### config.mk
export PLATFORM = sky130hd
export DESIGN_NAME = sc_gpio_port
export DESIGN_NICKNAME = d
export VERILOG_FILES = /design/src/rtl/sc_gpio_pkg.sv /design/src/rtl/sc_gpio_wr_decode.sv /design/src/rtl/sc_gpio_pin_bank.sv /design/src/rtl/sc_gpio_in_sync.sv /design/src/rtl/sc_gpio_port.sv
export SDC_FILE = /design/constraint.sdc
export NUM_CORES = 1
export LEC_CHECK = 0
export ABC_AREA = 0
export BUFFER_PORTS_ARGS = -buffer_cell sky130_fd_sc_hd__buf_2
export CORE_ASPECT_RATIO = 1.75
export CORE_MARGIN = 2
export CORE_UTILIZATION = 46
export CTS_CLUSTER_DIAMETER = 120
export DETAILED_ROUTE_END_ITERATION = 16
export PLACE_DENSITY = 0.8
export SYNTH_ARGS = -nofsm -noshare
export SYNTH_HDL_FRONTEND = slang
export SYNTH_SLANG_ARGS = --single-unit
### constraint.sdc
create_clock -name clk -period 1.4 [get_ports clk]
set_clock_uncertainty 0.2 [all_clocks]
set_input_delay 0.21 -clock clk [delete_from_list [all_inputs] [get_ports clk]]
set_output_delay 0.21 -clock clk [all_outputs]
set_load 0.005 [all_outputs]
### src/rtl/sc_gpio_pkg.sv
// Package: shared constants for the set/clear GPIO port.
// Assumes word addressing with a 3-bit offset field.
package sc_gpio_pkg;

    localparam int ADDR_W = 3;

    typedef enum logic [ADDR_W-1:0] {
        OFS_DRIVE_HI = 3'd0,
        OFS_DRIVE_LO = 3'd1,
        OFS_RELEASE  = 3'd2,
        OFS_ARM      = 3'd3,
        OFS_LEVEL    = 3'd4
    } gpio_ofs_e;

    // Per-port decoded write actions
    typedef struct packed {
        logic arm;
        logic hi;
        logic lo;
        logic rel;
    } wr_kind_t;

endpackage

### src/rtl/sc_gpio_wr_decode.sv
// Module: decodes one write port into pin masks and an arm pulse.
// Assumes valid is qualified for one cycle per write; no backpressure.
module sc_gpio_wr_decode
    import sc_gpio_pkg::*;
#(
    parameter int N_PINS = 32
) (
    input  logic                     valid,
    input  logic [ADDR_W-1:0]        addr,
    input  logic [N_PINS-1:0]        data,
    output logic [N_PINS-1:0]        hi_mask,
    output logic [N_PINS-1:0]        lo_mask,
    output logic [N_PINS-1:0]        rel_mask,
    output logic                     arm
);

    wr_kind_t kind;

    // Classify the write by its offset
    always_comb begin
        kind = '0;
        if (valid) begin
            unique case (addr)
                OFS_DRIVE_HI: kind.hi  = 1'b1;
                OFS_DRIVE_LO: kind.lo  = 1'b1;
                OFS_RELEASE:  kind.rel = 1'b1;
                OFS_ARM:      kind.arm = 1'b1;
                default:      kind     = '0;
            endcase
        end
    end

    // Gate the data mask by the decoded action
    always_comb begin
        hi_mask  = kind.hi  ? data : '0;
        lo_mask  = kind.lo  ? data : '0;
        rel_mask = kind.rel ? data : '0;
        arm      = kind.arm;
    end

endmodule

### src/rtl/sc_gpio_pin_bank.sv
// Module: per-pin output latch and output enable.
// Assumes the masks are already merged across write ports.
// Priority: low beats high for the level, and release beats drive for the enable.
module sc_gpio_pin_bank #(
    parameter int N_PINS = 32
) (
    input  logic              clk,
    input  logic              rst_n,
    input  logic [N_PINS-1:0] hi_mask,
    input  logic [N_PINS-1:0] lo_mask,
    input  logic [N_PINS-1:0] rel_mask,
    output logic [N_PINS-1:0] pad_out,
    output logic [N_PINS-1:0] pad_oe
);

    for (genvar p = 0; p < N_PINS; p++) begin : g_pin
        logic lvl_q;
        logic oe_q;

        // Output level latch: low has priority over high
        always_ff @(posedge clk) begin
            if (!rst_n)
                lvl_q <= 1'b0;
            else if (lo_mask[p])
                lvl_q <= 1'b0;
            else if (hi_mask[p])
                lvl_q <= 1'b1;
        end

        // Output enable: release has priority over an implicit drive
        always_ff @(posedge clk) begin
            if (!rst_n)
                oe_q <= 1'b0;
            else if (rel_mask[p])
                oe_q <= 1'b0;
            else if (hi_mask[p] || lo_mask[p])
                oe_q <= 1'b1;
        end

        assign pad_out[p] = lvl_q;
        assign pad_oe[p]  = oe_q;
    end

endmodule

### src/rtl/sc_gpio_in_sync.sv
// Module: arm latch and two-flop pad synchronizer.
// Assumes pad_in is asynchronous; the synchronizer is held at zero until armed.
module sc_gpio_in_sync #(
    parameter int N_PINS = 32
) (
    input  logic              clk,
    input  logic              rst_n,
    input  logic              arm,
    input  logic [N_PINS-1:0] pad_in,
    output logic              armed,
    output logic [N_PINS-1:0] level
);

    logic [N_PINS-1:0] meta_q;
    logic [N_PINS-1:0] sync_q;

    // Sticky arm latch, set by any write to the arm offset
    always_ff @(posedge clk) begin
        if (!rst_n)
            armed <= 1'b0;
        else if (arm)
            armed <= 1'b1;
    end

    // Two-stage synchronizer, cleared while inputs are not armed
    always_ff @(posedge clk) begin
        if (!rst_n || !armed) begin
            meta_q <= '0;
            sync_q <= '0;
        end else begin
            meta_q <= pad_in;
            sync_q <= meta_q;
        end
    end

    assign level = sync_q;

endmodule

### src/rtl/sc_gpio_port.sv
// Module: top of the set/clear GPIO port.
// Two write ports and one read port; registered read data.
// Assumes both write ports may collide on any offset in the same cycle.
module sc_gpio_port
    import sc_gpio_pkg::*;
#(
    parameter int N_PINS = 32
) (
    input  logic              clk,
    input  logic              rst_n,
    input  logic              wa_valid,
    input  logic [2:0]        wa_addr,
    input  logic [N_PINS-1:0] wa_data,
    input  logic              wb_valid,
    input  logic [2:0]        wb_addr,
    input  logic [N_PINS-1:0] wb_data,
    input  logic              rd_en,
    input  logic [2:0]        rd_addr,
    output logic [N_PINS-1:0] rd_data,
    input  logic [N_PINS-1:0] pad_in,
    output logic [N_PINS-1:0] pad_out,
    output logic [N_PINS-1:0] pad_oe
);

    localparam int N_WPORTS = 2;

    logic [N_WPORTS-1:0]             w_valid;
    logic [N_WPORTS-1:0][ADDR_W-1:0] w_addr;
    logic [N_WPORTS-1:0][N_PINS-1:0] w_data;
    logic [N_WPORTS-1:0][N_PINS-1:0] p_hi;
    logic [N_WPORTS-1:0][N_PINS-1:0] p_lo;
    logic [N_WPORTS-1:0][N_PINS-1:0] p_rel;
    logic [N_WPORTS-1:0]             p_arm;

    logic [N_PINS-1:0] hi_mask;
    logic [N_PINS-1:0] lo_mask;
    logic [N_PINS-1:0] rel_mask;
    logic              arm_any;
    logic              armed;
    logic [N_PINS-1:0] level;

    assign w_valid = {wb_valid, wa_valid};
    assign w_addr  = {wb_addr, wa_addr};
    assign w_data  = {wb_data, wa_data};

    for (genvar w = 0; w < N_WPORTS; w++) begin : g_wport
        sc_gpio_wr_decode #(.N_PINS(N_PINS)) u_dec (
            .valid    (w_valid[w]),
            .addr     (w_addr[w]),
            .data     (w_data[w]),
            .hi_mask  (p_hi[w]),
            .lo_mask  (p_lo[w]),
            .rel_mask (p_rel[w]),
            .arm      (p_arm[w])
        );
    end

    // Merge the per-port actions into one set of masks
    always_comb begin
        hi_mask  = '0;
        lo_mask  = '0;
        rel_mask = '0;
        arm_any  = 1'b0;
        for (int w = 0; w < N_WPORTS; w++) begin
            hi_mask  = hi_mask  | p_hi[w];
            lo_mask  = lo_mask  | p_lo[w];
            rel_mask = rel_mask | p_rel[w];
            arm_any  = arm_any  | p_arm[w];
        end
    end

    sc_gpio_pin_bank #(.N_PINS(N_PINS)) u_bank (
        .clk      (clk),
        .rst_n    (rst_n),
        .hi_mask  (hi_mask),
        .lo_mask  (lo_mask),
        .rel_mask (rel_mask),
        .pad_out  (pad_out),
        .pad_oe   (pad_oe)
    );

    sc_gpio_in_sync #(.N_PINS(N_PINS)) u_sync (
        .clk    (clk),
        .rst_n  (rst_n),
        .arm    (arm_any),
        .pad_in (pad_in),
        .armed  (armed),
        .level  (level)
    );

    // Registered read: only the level offset returns data
    always_ff @(posedge clk) begin
        if (!rst_n)
            rd_data <= '0;
        else if (rd_en)
            rd_data <= (rd_addr == OFS_LEVEL) ? level : '0;
    end

endmodule

# Yosys cells after proc, flatten, opt, wreduce, memory -nomap -nowiden
# Index checks and enable logic that the tools add are counted.
[op_classes] n_eq_ne=7 muxes=17 n_bitwise=5 reduce_logical=101
[op_table] op="2-to-1 mux 32 bit" n=7
[op_table] op="OR reduction 2 bit" n=64
[op_table] op="OR 32 bit" n=3
[op_table] op="logical OR 1 bit" n=33
[op_table] op="== test 3 x 2 -> 1 bit, second input constant" n=4
[op_table] op="2-to-1 mux 1 bit" n=8
[op_table] op="2-to-1 mux 4 bit" n=2
[op_table] op="== test 3 x 1 -> 1 bit, second input constant" n=2
[op_table] op="logical NOT 3 bit" n=2
[op_table] op="== test 3 bit, second input constant" n=1
[op_table] op="logical NOT 1 bit" n=2
[op_table] op="inverter 1 bit" n=1
[op_table] op="OR 1 bit" n=1
[word_totals] regBits=161 input_bits=110 out_inout_bits=96

# Longest topological paths before layout
# Gate-level depths: netlist (run 1).
[logic_depth] depth_word=6 ltp_mapped=5

# Cells and area by module
# From an unflattened synthesis (run 1), not the netlist that was laid out.
[hier_totals] hier_cells=835 hier_area_um2=7788.7
[modules_own_cells] module="sc_gpio_pin_bank" instances=1 cells_each=262 area_per_inst_um2=2552.4
[modules_own_cells] module="sc_gpio_port" instances=1 cells_each=211 area_per_inst_um2=1915.6
[modules_own_cells] module="sc_gpio_in_sync" instances=1 cells_each=144 area_per_inst_um2=1856.8
[modules_own_cells] module="sc_gpio_wr_decode" instances=2 cells_each=109 area_per_inst_um2=732.0

# Least setup slack after synthesis (run 1)
# OpenSTA, ideal clock, no wires.
[synth_path] path_type="in2reg" from="input wa_valid" to="register u_bank.g_pin[20].lvl_q" setup_time_ns=0.133 t_arrival_ns=1.004 setup_slack_ns=0.063 cell_stages=5 cell_sequence="nor3b_2 -> buf_2 -> buf_2 -> a221oi_1 -> nor3_1"
[synth_via] elab_chain_len=4 elab_cells_between_ends=6 cone_classes="mux: 3; bitwise: 2; reduce/logical: 1"
[synth_lines] element="start, declared" line_no="sc_gpio_port.sv:11" rtl="input logic wa_valid,"
[synth_lines] element="2-to-1 mux 4 bit *" line_no="sc_gpio_wr_decode.sv:22" rtl="if (valid) begin"
[synth_lines] element="2-to-1 mux 32 bit" line_no="sc_gpio_wr_decode.sv:36" rtl="lo_mask = kind.lo ? data : '0;"
[synth_lines] element="OR 32 bit" line_no="sc_gpio_port.sv:66" rtl="lo_mask = lo_mask | p_lo[w];"
[synth_lines] element="OR reduction 2 bit (no source line)"
[synth_lines] element="end signal, assigned" line_no="sc_gpio_pin_bank.sv:23" rtl="lvl_q <= 1'b0;"
[synth_lines] element="end signal, assigned" line_no="sc_gpio_pin_bank.sv:25" rtl="lvl_q <= 1'b0;"
[synth_lines] element="end signal, assigned" line_no="sc_gpio_pin_bank.sv:27" rtl="lvl_q <= 1'b1;"
[synth_lines] element="end, declared" line_no="sc_gpio_pin_bank.sv:17" rtl="logic lvl_q;"
# Every way passes the cells marked *; elsewhere a longest branch is shown, timed or not.
# A chain may end at the register's enable or synchronous reset.

# Worst setup path after layout (run 1)
[layout_path] from="register u_bank.g_pin[11].oe_q" to="output pad_oe[11]"
[layout_rtl] element="start, declared" line_no="sc_gpio_pin_bank.sv:18" rtl="logic oe_q;"
[layout_rtl] element="start signal, assigned" line_no="sc_gpio_pin_bank.sv:33" rtl="oe_q <= 1'b0;"
[layout_rtl] element="start signal, assigned" line_no="sc_gpio_pin_bank.sv:35" rtl="oe_q <= 1'b0;"
[layout_rtl] element="start signal, assigned" line_no="sc_gpio_pin_bank.sv:37" rtl="oe_q <= 1'b1;"
[layout_rtl] element="end, declared" line_no="sc_gpio_port.sv:22" rtl="output logic [N_PINS-1:0] pad_oe"
# No word-level cell between the ends.

==> metrics.txt, run 1 <==
Max Cap Violations 0; post-synthesis sequential area ratio 0.4985; # fillers ~1.1k; WP data required between 0.9 and 1 ns; Critical Path Max Stage Delay 0.39 ns; Mean Syn Cell Area 9.810 um2; drc violations 0; Inst Count DP 937; depth of the worst register-to-register path 2; worst min path class in2reg; reg2reg end u_sync.meta_q[12]; Die X approximately 94 um; First-pass DRT Iterations 7; Clock Tree Buf Depth 2; area taken by multi-input logic gates around 2500 um2; DP HPWL approximately 11000 um; synth unique cells 28; commonest cells in the netlist dfxtp_1 (161), buf_4 (66), and3_1 (64); number of antenna violations at the first check in global routing 1; Synthesis Warnings 0; Synth area leader dfxtp_1; Hold WS ~0.058 ns; H-tree depth 4; GRT Util Overall 0.2427; critical path class reg2out; Top Family by Delay on Critical Path flip-flops; Post-CTS Resized 0; core area between 10000 and 15000 um2; Cell Area, Synth between 6000 and 7000 um2; CP Launch Type flip-flop; Final Hold Fails 0; antenna-violating nets left 0; first-pass GRT wire length ~30000 um; WP depth 1; Async S/R FF share, synth 0; Leakage ~4 nW; Arr. time, crit path approximately 0.94 ns; Least-Margin Pin Slew roughly 0.59 ns; Worst setup endpoint pad_oe[11]; global route overflow 0; worst r2r src u_sync.armed; crit path launch u_bank.g_pin[11].oe_q; Synthesized Nets about 770; root buffer cell clkbuf_16; clk_lat worst skew 0.41 ns; vias per cell between 5 and 6; I/O pin cnt roughly 210; Setup-failing EPs final 0; count of non-filler cells in the finished layout approximately 1.1k; Critical Path Fanout Max 2; Final min period around 1.4 ns; Period Utilization, post-route 0.9652; fin. max-slew vios 0; most common cell in the netlist dfxtp_1; Worst VDD drop between 0.7 and 0.8 mV; Die H 160.8 um; Initial Util 0.4673; CTS buffer count 17; NumNets Final 990; prevailing post-synth register cell dfxtp_1; final setup TNS 0 ns; Slowest cell on crit path dfxtp_1; Area contributors post-synth dfxtp_1 (50%), buf_4 (7.7%), a221oi_1 (7.3%); status finished clean; ratio of cells with drive above 1 in the final layout 0.2990; PD cells around 1200 nW/um2; Yosys reg bits between 150 and 200; final WL 18580 um; Clock transition at path regs 0.07 ns; port bufs approximately 210; final core occ 0.6418; drt first-iter violations around 350; die footprint 15060 um2; Critical Path Sink Type primary output; Rel. slew slack 0.6091; Cells on Worst Hold Path 4; crit-path cells buf_2; RSZ-0062 raised after global routing false; TritonCTS clock tree built; Area Overhead vs Synth 37.35%; Vias around 6.1k; Post-synth EDFFs 0; top cell type's share of synthesized area 0.4985; register area 3224 um2; largest net degree at the start of global routing 65; routed len/inst ~17 um; cells after synthesis roughly 660; GP Congestion ~0.8; CP Buf/Inv Count 1; FMAX ~740 MHz; Clock Sinks 161; num rows 57; number of global-route vias before repair 5977; flop2flop setup slack approximately 0.34 ns
cells by family after synthesis:
family          synth area share
compound gates            0.2197
buf+inv                   0.1186
flops                     0.4985
simple gates              0.1632
layout make-up:
class | count | share of cell area
flip-flops and latches | 161 | 0.3631
multi-input cells | 371 | 0.2834
repair buffers | 327 | 0.2584
clock buffers | 17 | 0.04791
well taps | 177 | 0.02494
clock inverters | 15 | 0.02099
inverters | 2 | 0.0009863
diodes | 1 | 0.0002818
worst min-delay path by stage:
stage	slack, ns	endpoint	from
6_report	0.06	u_sync.armed	wb_addr[2]
5_1_grt	0.08	u_sync.armed	wb_addr[2]
4_1_cts	0.03	u_sync.armed	wb_addr[2]
3_5_place_dp	0.25	rd_data[20]	u_sync.level[20]
3_3_place_gp	0.24	rd_data[22]	u_sync.level[22]
2_1_floorplan	0.17	u_bank.g_pin[23].lvl_q	wb_data[23]
per-layer routing:
metal,up-vias,part of all wire,track usage
li1,2834,-,-
met4,0,0.034,0.1232
met3,50,0.077,0.05582
met2,353,0.52,0.4281
met1,2849,0.37,0.2674
met5,-,0,0
state kept, by name (all words and copies together) (netlist names):
name	count
rd_data	32
u_bank.g_pin.lvl_q	32
u_bank.g_pin.oe_q	32
u_sync.level	32
u_sync.meta_q	32
u_sync.armed	1
power by group:
part / switching (mW) / internal, mW / leakage [nW]
sequential: 0.0696 / 4.71 / 1.31
combinational: 0.556 / 0.606 / 2.42
clock: 2.14 / 2.58 / 0.296
total: 2.77 / 7.89 / 4.03
cell usage in the layout (no fill, tap or decap), types with 8 or more instances in the layout:
cell	n
nand2_1	10
nor2_1	32
dlygate4sd3_1	101
dfxtp_1	160
nor2b_1	32
a221oi_1	54
a21boi_1	8
a22o_1	22
clkbuf_16	17
and3_1	64
buf_12	8
a32o_1	31
buf_4	13
a211oi_1	9
buf_2	205
a21oi_1	53
nor3_1	42
stage by stage:
step	total power, mW	cell area, um2	worst slack, ns
2_1_floorplan	5.435	6465	0.06314
3_3_place_gp	5.775	7254	-0.1956
3_5_place_dp	5.789	7254	-0.2105
4_1_cts	10.75	8877	0.04476
5_1_grt	11.05	8880	0.02291
6_report	10.66	8880	0.04870
what timing repair did:
item | in CTS | in global routing
hold buffers | 101 | 0
setup buffers | 0 | 0
hold endpoints to repair | 97 | 0
(Power assumes the default switching activity.)
==> run 2: changes to the inputs <==
--- a/config.mk
+++ b/config.mk
@@ -9,10 +9,10 @@
 export BUFFER_PORTS_ARGS = -buffer_cell sky130_fd_sc_hd__buf_2
 export CORE_ASPECT_RATIO = 1.75
 export CORE_MARGIN = 2
-export CORE_UTILIZATION = 46
+export CORE_UTILIZATION = 40
 export CTS_CLUSTER_DIAMETER = 120
 export DETAILED_ROUTE_END_ITERATION = 16
-export PLACE_DENSITY = 0.8
+export PLACE_DENSITY = 0.72
 export SYNTH_ARGS = -nofsm -noshare
 export SYNTH_HDL_FRONTEND = slang
 export SYNTH_SLANG_ARGS = --single-unit
==> metrics.txt, run 2 (synthesized netlist as in run 1, its figures left out) <==
largest net degree at the start of global routing 65 (unchanged); Setup-failing EPs final 0 (unchanged); worst min path class in2reg; Area Overhead vs Synth 38.96%; status finished clean; Seq pwr share 0.456 (+0.008); cell internal pwr 7.735 mW (-2.0%); Top Family by Delay on Critical Path flip-flops; Leakage 4.074 nW (+1.2%); Critical Path Fanout Max 2 (unchanged); root buffer cell clkbuf_16; port bufs 205 (unchanged); TritonCTS clock tree built; Least-Margin Pin Slew 0.4178 ns (-0.1686 ns); ratio of cells with drive above 1 in the final layout 0.3052 (+0.006224); fin. max-slew vios 0 (unchanged); sw frac 0.2618 (+0.002042); CP Buf/Inv Count 1 (unchanged); final WL 17470 um (-6.0%); # fillers 1407 (+26%); antenna-violating nets left 0 (unchanged); Critical Path Max Stage Delay 0.38 ns (about the same); Clock Sinks 161 (unchanged); critical path class reg2out; setup bufs post-CTS 0 (unchanged); GRT Util Overall 0.1987 (-0.04398); CP Launch Type flip-flop; Net Sw Power 2.743 mW (-0.93%); most common cell after layout, fill and taps aside buf_2; drt first-iter violations 262 (-24%); Gate power share 0.111 (+0.002); Final min period 1.335 ns (-0.01601 ns); drc violations 0 (unchanged); PnR worst setup slack 0.06471 ns (+0.01601 ns); NumNets Final 998 (+0.81%); routed len/inst 16.00 um (-7.8%); Clock Tree Buf Depth 2 (unchanged); Rel. slew slack 0.7202 (+0.1112); dpl ws -0.1797 ns (+0.03082 ns); DP HPWL 11000 um (+3.3%); Die X 100.1 um (+6.9%); H-tree depth 4 (unchanged); most frequent cells in the layout buf_2 (205), dfxtp_1 (160), dlygate4sd3_1 (101); First-pass DRT Iterations 4 (-3); Inst Count DP 957 (+2.1%); Total Power 10.48 mW (-1.7%); PD cells 1166 nW/um2 (-2.8%); num rows 61 (+7.0%); WP data required 0.99 ns (about the same); I/O pin cnt 206 (unchanged); first-pass GRT wire length 27400 um (-6.5%); Final Hold Fails 0 (unchanged); Clock transition at path regs 0.07 ns (about the same); number of antenna violations at the first check in global routing 2 (+1); worst r2r src u_sync.armed; Vias 5896 (-3.1%); Critical Path Sink Type primary output; Hold Buf Count CTS 101 (unchanged); vias per cell 5.399 (-5.0%); Post-CTS Resized 0 (unchanged); global route overflow 0 (unchanged); clk_lat worst skew 0.41 ns (about the same); count of non-filler cells in the finished layout 1092 (+2.0%); die footprint 17240 um2 (+14%); Initial Util 0.4072 (-0.06003); core area 15880 um2 (+15%); CTS buffer count 17 (unchanged); number of global-route vias before repair 5597 (-6.4%); GP Congestion 0.7857 (-1.5%); Clock power frac 0.432 (-0.011); Worst VDD drop 0.8691 mV (+13%); worst hold start rst_n; FMAX 748.9 MHz (+1.2%); Arr. time, crit path 0.93 ns (about the same); crit path launch u_bank.g_pin[27].oe_q; Die H 172.2 um (+7.1%); Slowest cell on crit path dfxtp_1; Period Utilization, post-route 0.9538 (-0.01144); crit-path cells buf_2; Max Cap Violations 0 (unchanged); RSZ-0062 raised after global routing false
[run 2: per-stage QoR]
step	TNS (ns)	instance area, um2	utilization	hold WS (ns)
final	0	8984	0.5659	0.05654
after global routing	0	8984	0.5659	0.06022
after CTS	0	8979	0.5656	0.04038
after detailed placement	-7.805	7380	0.4648	0.2460
after global placement	-6.475	7380	0.4648	0.2350
after floorplan	0	6465	-	0.1665
[run 2: cell type report]
class,count,area (um2),area share
Clock buffer,17,425.4,0.04735
Multi-Input combinational cell,371,2516,0.2801
Inverter,2,8.758,0.0009749
Clock inverter,15,162.7,0.01811
Tap cell,189,236.5,0.02632
Antenna cell,2,5.005,0.0005571
Timing Repair Buffer,335,2405,0.2677
Sequential cell,161,3224,0.3589
[run 2: layer usage]
metal | routed length, um | GRT usage | part of all wire | up-vias
met1 | 7207 | 0.2360 | 0.41 | 2802
met5 | 0 | 0 | 0 | -
met3 | 923 | 0.04042 | 0.053 | 36
li1 | - | - | - | 2852
met2 | 8821 | 0.3449 | 0.50 | 206
met4 | 517 | 0.08636 | 0.030 | 0
[run 2: path summary, 6_finish.rpt]
| check | depth (start not counted) | endpoint | slack, ns |
|---|---|---|---|
| setup / recovery | 1 | pad_oe[27] | 0.06 |
| hold reg to reg | 2 | rd_data[16] | 0.26 |
| hold / removal | 4 | u_bank.g_pin[26].lvl_q | 0.06 |
| setup reg to reg | 2 | u_sync.meta_q[21] | 0.32 |
[run 2: power groups by stage]
stage                     combinational, mW  sequential [mW]  clock [mW]
after floorplan                       0.576             4.86           0
final                                  1.17             4.78        4.53
after detailed placement              0.935             4.88           0
after CTS                              1.16             4.78        4.66
after global placement                0.919             4.88           0
after global routing                   1.27             4.79        4.82
==> run 3: changes to the inputs <==
--- a/config.mk
+++ b/config.mk
@@ -7,9 +7,11 @@
 export LEC_CHECK = 0
 export ABC_AREA = 0
 export BUFFER_PORTS_ARGS = -buffer_cell sky130_fd_sc_hd__buf_2
+export CAP_MARGIN = 20
 export CORE_ASPECT_RATIO = 1.75
 export CORE_MARGIN = 2
 export CORE_UTILIZATION = 40
+export CTS_BUF_LIST = sky130_fd_sc_hd__clkbuf_4
 export CTS_CLUSTER_DIAMETER = 120
 export DETAILED_ROUTE_END_ITERATION = 16
 export PLACE_DENSITY = 0.72
==> metrics.txt, run 3 (synthesized netlist as in run 1, its figures left out) <==
# fillers 1351 (-4.0%); critical path class reg2out; Least-Margin Pin Slew 0.4190 ns (+0.001227 ns); status finished, violations left; Hold Buf Count CTS 104 (+3.0%); PD cells 952.2 nW/um2 (-18%); CP Buf/Inv Count 1 (unchanged); CP Launch Type flip-flop; Period Utilization, post-route 1.026 (+0.07213); most frequent cells in the layout buf_2 (146), dlygate4sd3_1 (104), dfxtp_2 (95); worst r2r src u_bank.g_pin[30].oe_q; Clock Sinks 161 (unchanged); drt first-iter violations 321 (+23%); Total Power 8.844 mW (-16%); worst hold start wb_addr[1]; H-tree depth 4 (unchanged); Die H 172.2 um (unchanged); clk_lat worst skew 0.52 ns (+0.11 ns); FMAX 696.2 MHz (-7.0%); Slowest cell on crit path dfxtp_2; number of antenna violations at the first check in global routing 3 (+1); Rel. slew slack 0.7194 (-0.0008220); root buffer cell clkbuf_4; I/O pin cnt 206 (unchanged); failing checks hold timing, setup timing; GRT Util Overall 0.2049 (+0.006190); largest net degree at the start of global routing 65 (unchanged); Leakage 4.097 nW (+0.56%); worst min path class in2reg; Inst Count DP 957 (unchanged); Critical Path Max Stage Delay 0.38 ns (about the same); Clock transition at path regs 0.18 ns (+0.11 ns); first-pass GRT wire length 28170 um (+2.8%); vias per cell 5.462 (+1.2%); final WL 18670 um (+6.9%); GP Congestion 0.7857 (unchanged); crit path launch u_bank.g_pin[27].lvl_q; num rows 61 (unchanged); WP depth 1 (unchanged); global route overflow 0 (unchanged); Vias 6046 (+2.5%); Arr. time, crit path 1.03 ns (+0.10 ns); CTS buffer count 17 (unchanged); routed len/inst 16.86 um (+5.4%); Final Hold Fails 1 (+1); WP data required 0.99 ns (about the same); Hold WS -0.1266 ns (-0.1831 ns); Worst VDD drop 0.5366 mV (-38%); depth of the worst register-to-register path 3 (+1); reg2reg end u_bank.g_pin[30].oe_q; count of non-filler cells in the finished layout 1107 (+1.4%); Cells on Worst Hold Path 3 (-1); NumNets Final 1012 (+1.4%); TritonCTS clock tree built; RSZ-0062 raised after global routing true; PnR worst setup slack -0.03627 ns (-0.1010 ns); ratio of cells with drive above 1 in the final layout 0.4153 (+0.1101); crit-path cells buf_2; Critical Path Fanout Max 2 (unchanged); Worst setup endpoint pad_out[27]; Final min period 1.436 ns (+0.1010 ns); Setup-failing EPs final 30 (+30); Critical Path Sink Type primary output; drc violations 0 (unchanged); flop2flop setup slack 0.30 ns (-0.02 ns); number of global-route vias before repair 5762 (+2.9%); Area Overhead vs Synth 43.66%; Clock Tree Buf Depth 2 (unchanged); First-pass DRT Iterations 5 (+1); DP HPWL 11000 um (unchanged); port bufs 205 (unchanged); Die X 100.1 um (unchanged); Initial Util 0.4072 (unchanged); Top Family by Delay on Critical Path flip-flops; Max Cap Violations 0 (unchanged); most common cell after layout, fill and taps aside buf_2; fin. max-slew vios 0 (unchanged); die footprint 17240 um2 (unchanged); core area 15880 um2 (unchanged); antenna-violating nets left 0 (unchanged)
-- run 3: cell types whose count changed in the layout (fill, tap and decap cells not counted) --
| cell | delta |
|---|---|
| clkbuf_4 | +17 |
| clkbuf_16 | -17 |
| dfxtp_1 | -94 |
| dfxtp_2 | +94 |
| buf_6 | +59 |
| dlygate4sd3_1 | +3 |
| buf_2 | -59 |
| diode_2 | +1 |
| buf_4 | +11 |
-- run 3: report_power, final --
part	total, mW	switching [mW]	internal (mW)
registers	4.82	0.0840	4.74
clock network	2.74	1.91	0.830
logic	1.28	0.565	0.715
total	8.84	2.56	6.28
-- run 3: timing repair --
action	in CTS	in global routing
setup endpoints to repair	96	96
hold endpoints to repair	143	7
pin swaps	0	0
buffers inserted	8	3
resized for setup	102	51
-- run 3: worst min-delay path by stage --
stage	slack (ns)	end
2_1_floorplan	0.17	u_bank.g_pin[23].lvl_q
3_3_place_gp	0.24	rd_data[23]
3_5_place_dp	0.25	rd_data[21]
4_1_cts	-0.20	u_sync.armed
5_1_grt	-0.14	u_sync.armed
6_report	-0.13	u_sync.armed
-- run 3: per-layer routing --
metal,share of wire,vias up,track usage
met5,0,-,0
met4,0.027,0,0.1024
met3,0.062,37,0.03880
met2,0.52,276,0.3561
met1,0.39,2858,0.2391
li1,-,2875,-
-- run 3: through the flow --
stage	utilization	area [um2]	TNS (ns)	setup WS, ns
2_1_floorplan	-	6465	0	0.06314
3_3_place_gp	0.4648	7380	-6.475	-0.1361
3_5_place_dp	0.4648	7380	-7.805	-0.1797
4_1_cts	0.5672	9004	-7.348	-0.1091
5_1_grt	0.5850	9288	-7.249	-0.1278
6_report	0.5850	9288	-0.4297	-0.03627
-- run 3: cell type report --
cell class | instances | area, um2 | area share
clock buffers | 17 | 127.6 | 0.01374
clock inverters | 15 | 162.7 | 0.01751
repair buffers | 349 | 2887 | 0.3108
diodes | 3 | 7.507 | 0.0008083
multi-input cells | 371 | 2516 | 0.2709
flip-flops and latches | 161 | 3342 | 0.3598
inverters | 2 | 8.758 | 0.0009430
well taps | 189 | 236.5 | 0.02546
